## src/rtl/pph_pkg.sv

```systemverilog
// Shared types for the parallel port host master.
// Assumes: sequencer and pin decoder agree on these state meanings.
package pph_pkg;

    typedef enum logic [3:0] {
        ST_IDLE,   // waiting for a command
        ST_A_SET,  // address on bus, direction write, wait must be low
        ST_A_STB,  // address strobe low
        ST_A_HLD,  // address strobe high, bus still driven
        ST_D_SET,  // data direction set, wait must be low
        ST_D_STB,  // data strobe low
        ST_D_LAT,  // read only: strobe low, capture bus
        ST_DONE,   // successful end, one cycle
        ST_FAIL    // timed out, one cycle
    } pph_state_e;

    // States in which the guard counter is armed.
    function automatic logic pph_guarded(pph_state_e s);
        return (s == ST_A_SET) || (s == ST_A_STB) ||
               (s == ST_D_SET) || (s == ST_D_STB);
    endfunction

    // States belonging to the address cycle.
    function automatic logic pph_addr_phase(pph_state_e s);
        return (s == ST_A_SET) || (s == ST_A_STB) || (s == ST_A_HLD);
    endfunction

    // States belonging to the data cycle up to its hold.
    function automatic logic pph_data_phase(pph_state_e s);
        return (s == ST_D_SET) || (s == ST_D_STB) ||
               (s == ST_D_LAT) || (s == ST_DONE);
    endfunction

endpackage

```

## src/rtl/pph_wait_sync.sv

```systemverilog
// Multi-flop synchronizer for the asynchronous peripheral wait line.
// Assumes: STAGES >= 2; the output is the last flop of the chain.
module pph_wait_sync #(
    parameter int STAGES = 2
) (
    input  logic clk,
    input  logic rst_n,
    input  logic async_in,
    output logic sync_out
);

    logic [STAGES-1:0] chain;

    // Flop chain, one stage per generate step, cleared by reset.
    for (genvar g = 0; g < STAGES; g++) begin : g_stage
        if (g == 0) begin : g_first
            always_ff @(posedge clk) begin
                if (!rst_n) chain[0] <= 1'b0;
                else        chain[0] <= async_in;
            end
        end else begin : g_next
            always_ff @(posedge clk) begin
                if (!rst_n) chain[g] <= 1'b0;
                else        chain[g] <= chain[g-1];
            end
        end
    end

    assign sync_out = chain[STAGES-1];

endmodule

```

## src/rtl/pph_guard_timer.sv

```systemverilog
// Per-phase guard counter. Counts the cycles spent in the current phase
// while armed and flags expiry when the count reaches the limit.
// Assumes: restart is high at the edge where a new phase starts; limit is
// held steady during an access; a limit of 0 behaves like 1.
module pph_guard_timer #(
    parameter int CW = 16
) (
    input  logic          clk,
    input  logic          rst_n,
    input  logic          run,
    input  logic          restart,
    input  logic [CW-1:0] limit,
    output logic          expired
);

    logic [CW-1:0] cnt;
    logic [CW:0]   cnt_plus;

    assign cnt_plus = {1'b0, cnt} + {{CW{1'b0}}, 1'b1};

    // Expiry when this cycle is the limit-th cycle of the phase.
    always_comb begin
        expired = run && (cnt_plus >= {1'b0, limit});
    end

    // Phase cycle counter: cleared on a new phase or when disarmed.
    always_ff @(posedge clk) begin
        if (!rst_n)                cnt <= '0;
        else if (restart || !run)  cnt <= '0;
        else if (!expired)         cnt <= cnt_plus[CW-1:0];
    end

    // the sequencer leaves an armed phase by the time the limit is hit.
    p_cnt_bound_r9: assert property (@(posedge clk) disable iff (!rst_n)
        run |-> ((cnt == '0) || (cnt < limit)));

endmodule

```

## src/rtl/pph_sequencer.sv

```systemverilog
// Access sequencer: takes one command when idle, runs the address cycle
// and the data cycle with wait interlocks, captures read data.
// Assumes: wait_s is already synchronized; expired comes from the guard
// timer for the current phase.
module pph_sequencer
    import pph_pkg::*;
#(
    parameter int BUS_W = 8
) (
    input  logic             clk,
    input  logic             rst_n,
    input  logic             cmd_valid,
    input  logic             cmd_write,
    input  logic [BUS_W-1:0] cmd_addr,
    input  logic [BUS_W-1:0] cmd_wdata,
    input  logic             wait_s,
    input  logic             expired,
    input  logic [BUS_W-1:0] bus_in,
    output pph_state_e       state,
    output logic             wr_q,
    output logic [BUS_W-1:0] addr_q,
    output logic [BUS_W-1:0] wdata_q,
    output logic [BUS_W-1:0] rd_q,
    output logic             restart,
    output logic             run
);

    pph_state_e state_n;

    // Next-state choice; progress on wait beats expiry in the same cycle.
    always_comb begin
        state_n = state;
        unique case (state)
            ST_IDLE:  if (cmd_valid) state_n = ST_A_SET;
            ST_A_SET: begin
                if (!wait_s)      state_n = ST_A_STB;
                else if (expired) state_n = ST_FAIL;
            end
            ST_A_STB: begin
                if (wait_s)       state_n = ST_A_HLD;
                else if (expired) state_n = ST_FAIL;
            end
            ST_A_HLD: state_n = ST_D_SET;
            ST_D_SET: begin
                if (!wait_s)      state_n = ST_D_STB;
                else if (expired) state_n = ST_FAIL;
            end
            ST_D_STB: begin
                if (wait_s)       state_n = wr_q ? ST_DONE : ST_D_LAT;
                else if (expired) state_n = ST_FAIL;
            end
            ST_D_LAT: state_n = ST_DONE;
            ST_DONE:  state_n = ST_IDLE;
            ST_FAIL:  state_n = ST_IDLE;
            default:  state_n = ST_IDLE;
        endcase
    end

    // Guard control: a new phase restarts the count; only waiting phases arm it.
    always_comb begin
        restart = (state_n != state);
        run     = pph_guarded(state);
    end

    // State register.
    always_ff @(posedge clk) begin
        if (!rst_n) state <= ST_IDLE;
        else        state <= state_n;
    end

    // Command capture, only in idle so commands seen while busy are dropped.
    always_ff @(posedge clk) begin
        if (!rst_n) begin
            wr_q    <= 1'b0;
            addr_q  <= '0;
            wdata_q <= '0;
        end else if ((state == ST_IDLE) && cmd_valid) begin
            wr_q    <= cmd_write;
            addr_q  <= cmd_addr;
            wdata_q <= cmd_wdata;
        end
    end

    // Read data capture in the cycle after the acknowledge was seen.
    always_ff @(posedge clk) begin
        if (!rst_n)                 rd_q <= '0;
        else if (state == ST_D_LAT) rd_q <= bus_in;
    end

    // the captured command does not move once an access is under way.
    p_cmd_frozen_r2: assert property (@(posedge clk) disable iff (!rst_n)
        (state != ST_IDLE) |=> ($stable(addr_q) && $stable(wr_q) && $stable(wdata_q)));

    // read data only changes in a read capture cycle.
    p_rd_only_on_read_r8: assert property (@(posedge clk) disable iff (!rst_n)
        !$stable(rd_q) |-> ($past(state) == ST_D_LAT));

endmodule

```

## src/rtl/pph_pin_drive.sv

```systemverilog
// Pin decoder: derives strobes, direction, bus driver and status pulses
// from the sequencer state register and the captured command.
// Assumes: outputs change only with the state register, so no glitches
// reach the pads beyond the flop-to-pad path.
module pph_pin_drive
    import pph_pkg::*;
#(
    parameter int BUS_W = 8
) (
    input  pph_state_e       state,
    input  logic             wr_q,
    input  logic [BUS_W-1:0] addr_q,
    input  logic [BUS_W-1:0] wdata_q,
    output logic             astb_n,
    output logic             dstb_n,
    output logic             dir_rd,
    output logic             bus_oe,
    output logic [BUS_W-1:0] bus_out,
    output logic             busy,
    output logic             done,
    output logic             timeout
);

    // Strobe decode: address strobe in one state, data strobe in two.
    always_comb begin
        astb_n = (state != ST_A_STB);
        dstb_n = !((state == ST_D_STB) || (state == ST_D_LAT));
    end

    // Direction and driver: the address cycle is always a host write.
    always_comb begin
        dir_rd = !wr_q && (state == ST_D_SET || state == ST_D_STB || state == ST_D_LAT);
        bus_oe = pph_addr_phase(state) || (wr_q && pph_data_phase(state));
    end

    // Bus value: register number in the address cycle, write byte after.
    always_comb begin
        if (pph_addr_phase(state))              bus_out = addr_q;
        else if (wr_q && pph_data_phase(state)) bus_out = wdata_q;
        else                                    bus_out = '0;
    end

    // Status decode.
    always_comb begin
        busy    = (state != ST_IDLE);
        done    = (state == ST_DONE);
        timeout = (state == ST_FAIL);
    end

endmodule

```

## src/rtl/pph_host_master.sv

```systemverilog
// Top of the parallel port host master. Wires the wait synchronizer, the
// guard timer, the sequencer and the pin decoder.
// Assumes: bus_in reflects the pads; a pad ring builds the tristate from
// bus_out and bus_oe; tmo_limit is steady while busy.
module pph_host_master
    import pph_pkg::*;
#(
    parameter int BUS_W       = 8,
    parameter int TMO_W       = 16,
    parameter int SYNC_STAGES = 2
) (
    input  logic             clk,
    input  logic             rst_n,
    input  logic             cmd_valid,
    input  logic             cmd_write,
    input  logic [BUS_W-1:0] cmd_addr,
    input  logic [BUS_W-1:0] cmd_wdata,
    input  logic [TMO_W-1:0] tmo_limit,
    output logic             busy,
    output logic             done,
    output logic             timeout,
    output logic [BUS_W-1:0] rd_data,
    output logic             astb_n,
    output logic             dstb_n,
    output logic             dir_rd,
    input  logic             wait_in,
    input  logic [BUS_W-1:0] bus_in,
    output logic [BUS_W-1:0] bus_out,
    output logic             bus_oe
);

    pph_state_e       state;
    logic             wait_s;
    logic             expired;
    logic             restart;
    logic             run;
    logic             wr_q;
    logic [BUS_W-1:0] addr_q;
    logic [BUS_W-1:0] wdata_q;

    pph_wait_sync #(.STAGES(SYNC_STAGES)) u_sync (
        .clk      (clk),
        .rst_n    (rst_n),
        .async_in (wait_in),
        .sync_out (wait_s)
    );

    pph_guard_timer #(.CW(TMO_W)) u_guard (
        .clk     (clk),
        .rst_n   (rst_n),
        .run     (run),
        .restart (restart),
        .limit   (tmo_limit),
        .expired (expired)
    );

    pph_sequencer #(.BUS_W(BUS_W)) u_seq (
        .clk       (clk),
        .rst_n     (rst_n),
        .cmd_valid (cmd_valid),
        .cmd_write (cmd_write),
        .cmd_addr  (cmd_addr),
        .cmd_wdata (cmd_wdata),
        .wait_s    (wait_s),
        .expired   (expired),
        .bus_in    (bus_in),
        .state     (state),
        .wr_q      (wr_q),
        .addr_q    (addr_q),
        .wdata_q   (wdata_q),
        .rd_q      (rd_data),
        .restart   (restart),
        .run       (run)
    );

    pph_pin_drive #(.BUS_W(BUS_W)) u_pins (
        .state   (state),
        .wr_q    (wr_q),
        .addr_q  (addr_q),
        .wdata_q (wdata_q),
        .astb_n  (astb_n),
        .dstb_n  (dstb_n),
        .dir_rd  (dir_rd),
        .bus_oe  (bus_oe),
        .bus_out (bus_out),
        .busy    (busy),
        .done    (done),
        .timeout (timeout)
    );

    // direction is settled before and during any strobe.
    p_dir_steady_r4: assert property (@(posedge clk) disable iff (!rst_n)
        (!astb_n || !dstb_n) |-> $stable(dir_rd));

    // no host drive while the peripheral owns the bus.
    p_no_contend_r5: assert property (@(posedge clk) disable iff (!rst_n)
        (!dstb_n && dir_rd) |-> !bus_oe);

    // a completed address strobe was released only after acknowledge.
    p_release_acked_r6: assert property (@(posedge clk) disable iff (!rst_n)
        ($rose(astb_n) && !timeout) |-> $past(wait_s));

    // a strobe never starts while the previous cycle is acknowledged.
    p_start_idle_wait_r7: assert property (@(posedge clk) disable iff (!rst_n)
        ($fell(astb_n) || $fell(dstb_n)) |-> !$past(wait_s));

    // the completion pulse is followed by an idle cycle.
    p_done_then_idle_r10: assert property (@(posedge clk) disable iff (!rst_n)
        (done || timeout) |=> (!busy && astb_n && dstb_n));

endmodule

```

## config.mk

```make
export PLATFORM = sky130hd
export DESIGN_NAME = pph_host_master
export DESIGN_NICKNAME = d
export VERILOG_FILES = /design/src/rtl/pph_pkg.sv /design/src/rtl/pph_wait_sync.sv /design/src/rtl/pph_guard_timer.sv /design/src/rtl/pph_sequencer.sv /design/src/rtl/pph_pin_drive.sv /design/src/rtl/pph_host_master.sv
export SDC_FILE = /design/constraint.sdc
export NUM_CORES = 1
export LEC_CHECK = 0
export ABC_CLOCK_PERIOD_IN_PS = 3250
export BUFFER_PORTS_ARGS = -buffer_cell sky130_fd_sc_hd__buf_2
export CAP_MARGIN = 15
export CELL_PAD_IN_SITES_DETAIL_PLACEMENT = 0
export CELL_PAD_IN_SITES_GLOBAL_PLACEMENT = 1
export CORE_ASPECT_RATIO = 1.4
export CORE_MARGIN = 2
export CORE_UTILIZATION = 39
export DETAILED_ROUTE_END_ITERATION = 10
export GPL_ROUTABILITY_DRIVEN = 0
export PLACE_DENSITY_LB_ADDON = 0.15
export SETUP_SLACK_MARGIN = 0.5
export SYNTH_ARGS = -nofsm -noshare
export SYNTH_HDL_FRONTEND = slang
export SYNTH_SLANG_ARGS = --single-unit
```

## constraint.sdc

```tcl
create_clock -name clk -period 3.25 [get_ports clk]
set_input_delay 0.1625 -clock clk [delete_from_list [all_inputs] [get_ports clk]]
set_output_delay 0.1625 -clock clk [all_outputs]
set_load 0.02 [all_outputs]
```

==> results_dict.tcl <==
set metrics [dict create \
    drive_gt1_share_pct 33.9 \
    worstSetupEndpointType "register" \
    clk_pin_slew_ns 0.08 \
    synthCells 309 \
    grt_max_degree 29 \
    dp.cells 456 \
    tightest_slew_ns 1.06 \
    antenna_found_initial 0 \
    core_area_sq_um 6610 \
    total_power_w 0.00118 \
    yosysTopAreaCell "dfxtp_1" \
    place_hpwl_um 4330 \
    drtIter0Drc 60 \
    grt_usage_pct 16.7 \
    cts_max_level 2 \
    wirelength_um 6250 \
    crit_type "register to register" \
    layout_commonest_cell "buf_2" \
    initial_core_util_pct 40.2 \
    grt_pass1_vias 2274 \
    cts_buffer_depth 2 \
    numPortBuffers 67 \
    crit_fanout 5 \
    antennaDiodeCount 0 \
    syn-cell-area_sq_um 2660 \
    cp.arrival_ns 2.81 \
    irDropWorstVdd_v 0.000219 \
    finalSetupViolations 0 \
    post-route-util_pct 51.5 \
    hp-class "primary input to register" \
    drt_pass1_iterations 4 \
    drv_cap 0 \
    fmax_ghz 0.375 \
    slew_headroom_pct 29.5 \
    final_cell_mix "buf_2, nand2_1, dfxtp_1, a21boi_0, inv_1" \
    crit_required_ns 3.40 \
    ant_nets 0 \
    pwr_density_cell_nw_per_um2 348 \
    clock_latency_ns 0.29 \
    synth_edf_count 0 \
    drc 0 \
    cp-start-kind "register" \
    finalMaxSlewViolations 0 \
    io_pins 68 \
    grt_first_pass_wirelength_um 9950 \
    cts_tree "done" \
    rsz0062_at_grt "yes" \
    final-instance-count-excl-fill 475 \
    dieWidth_um 73.8 \
    synth-main-ff-cell "dfxtp_1" \
    yosys.area.top_type_share_pct 35.4 \
    num_vias 2331 \
    grt-ovfl-total 0 \
    ys_seq_elements 47 \
    cts_hold_buf 0 \
    nets 444 \
    fin_crit_ns 2.67 \
    finClkSkew_ns 0.00244 \
    die_h_um 102 \
    finalCritPeriodShare_pct 82.0 \
    dieArea_sq_um 7500 \
    cts-root-buf "clkbuf_8" \
    cts.sinks 47 \
    finalSetupTns_ns 0 \
    viasPerCell 4.91 \
    synth_cell_types 40 \
    synthArstFlopShare_pct 0 \
    cts_buffers 5 \
    p_leak_nw 1.46 \
    ys_top_cells_by_area "dfxtp_1, nand2_1, ha_1" \
    syn-num-nets 371 \
    areaGrowthSynthToFinish_pct 28.2 \
    rows 35 \
    routedWlPerCell_um 13.2 \
    hold_violations 0 \
    yosysSeqAreaShare_pct 35.4 \
    synth.avg_cell_area_sq_um 8.60 \
    status "finished clean" \
    yosys_warnings 0 \
]
-- layout make-up --
| class | count | area [sq um] |
|---|---|---|
| tap | 92 | 115 |
| sequential | 47 | 950 |
| clock buffer | 8 | 100 |
| fill | 641 | 3210 |
| timing repair buffer | 80 | 484 |
| inverter | 18 | 67.6 |
| multi-input combinational | 230 | 1690 |
-- worst paths after layout --
kind                               start                    endpoint  slack (ns)  depth (start not counted)
max          u_guard.cnt[0]$_SDFFE_PP0N_   u_seq.state[3]$_SDFF_PN0_        0.58                         11
min                              wait_in  u_sync.chain[0]$_SDFF_PN0_        0.07                          2
max reg2reg  u_guard.cnt[0]$_SDFFE_PP0N_   u_seq.state[3]$_SDFF_PN0_        0.58                         11
min reg2reg   u_sync.chain[0]$_SDFF_PN0_  u_sync.sync_out$_SDFF_PN0_        0.44                          1
-- synth_stat cells (3+ instances only) --
master and number:
a211oi_1 4, a21boi_0 23, a21oi_1 6, a22o_1 8, and2_1 3, and3_1 3
buf_2 7, buf_6 4, dfxtp_1 47, ha_1 17, inv_1 18, nand2_1 61
nand2b_1 5, nand3_1 13, nand4_1 5, nor2_1 14, nor2b_1 3, nor3_1 5
nor3_2 3, nor3b_1 6, nor3b_2 8, nor4_1 3, o21ai_0 5, or2_2 3
xnor2_1 11, xor2_1 7
-- sequential cells by signal (all words and copies together) (netlist names) --
register and flops:
u_guard.cnt 16, u_seq.addr_q 8, u_seq.rd_q 8, u_seq.wdata_q 8, u_seq.state 4, u_seq.wr_q 1
u_sync.chain 1, u_sync.sync_out 1
-- cell families (layout without fill, tap and decap cells) --
logic type / count (synthesis) / after routing / share of synthesized area (%)
simple gates: 140 / 140 / 28.8
mux: 2 / 2 / 0.941
fa+ha+maj: 17 / 17 / 8.00
buf+inv: 32 / 106 / 6.12
xor+xnor: 18 / 18 / 5.93
flops: 47 / 47 / 35.4
compound gates: 53 / 53 / 14.8
-- worst max-delay path, stage by stage (launching register included) --
cell,delay (ns)
dfxtp_4,0.39
ha_4,0.15
nand4_1,0.18
nor2_2,0.20
xor2_2,0.20
ha_1,0.27
and4_4,0.17
a31o_4,0.22
a211oi_4,0.31
o21ai_4,0.15
buf_12,0.16
nor4b_4,0.12
-- layer usage --
metal / wire [um] / vias up / track usage, %
met4: 109 / 0 / 4.76
li1: - / 1198 / -
met2: 3220 / 55 / 29.9
met1: 2660 / 1067 / 19.7
met5: 0 / - / 0
met3: 262 / 11 / 3.58
-- power breakdown --
part,switching (W),internal (W)
Clock,0.000189,0.000194
Sequential,0.0000230,0.000598
Combinational,0.000105,0.0000750
-- what timing repair did --
action                     4_1_cts  5_1_grt
gates resized for setup          4       27
gates cloned                     0        3
setup endpoints to repair       19       20
buffers inserted                 6        2
hold endpoints to repair         0        0
pin swaps                        3       11
-- per-stage QoR --
step	setup slack [ns]	hold WS, ns	cell area, sq um
3_5_place_dp	0.384	0.371	3040
6_report	0.584	0.0685	3410
5_1_grt	0.415	0.0584	3410
3_3_place_gp	0.456	0.374	3040
4_1_cts	0.504	0.0566	3200
2_1_floorplan	0.579	0.290	2660
Note: power is estimated with default switching activity, not from simulation.
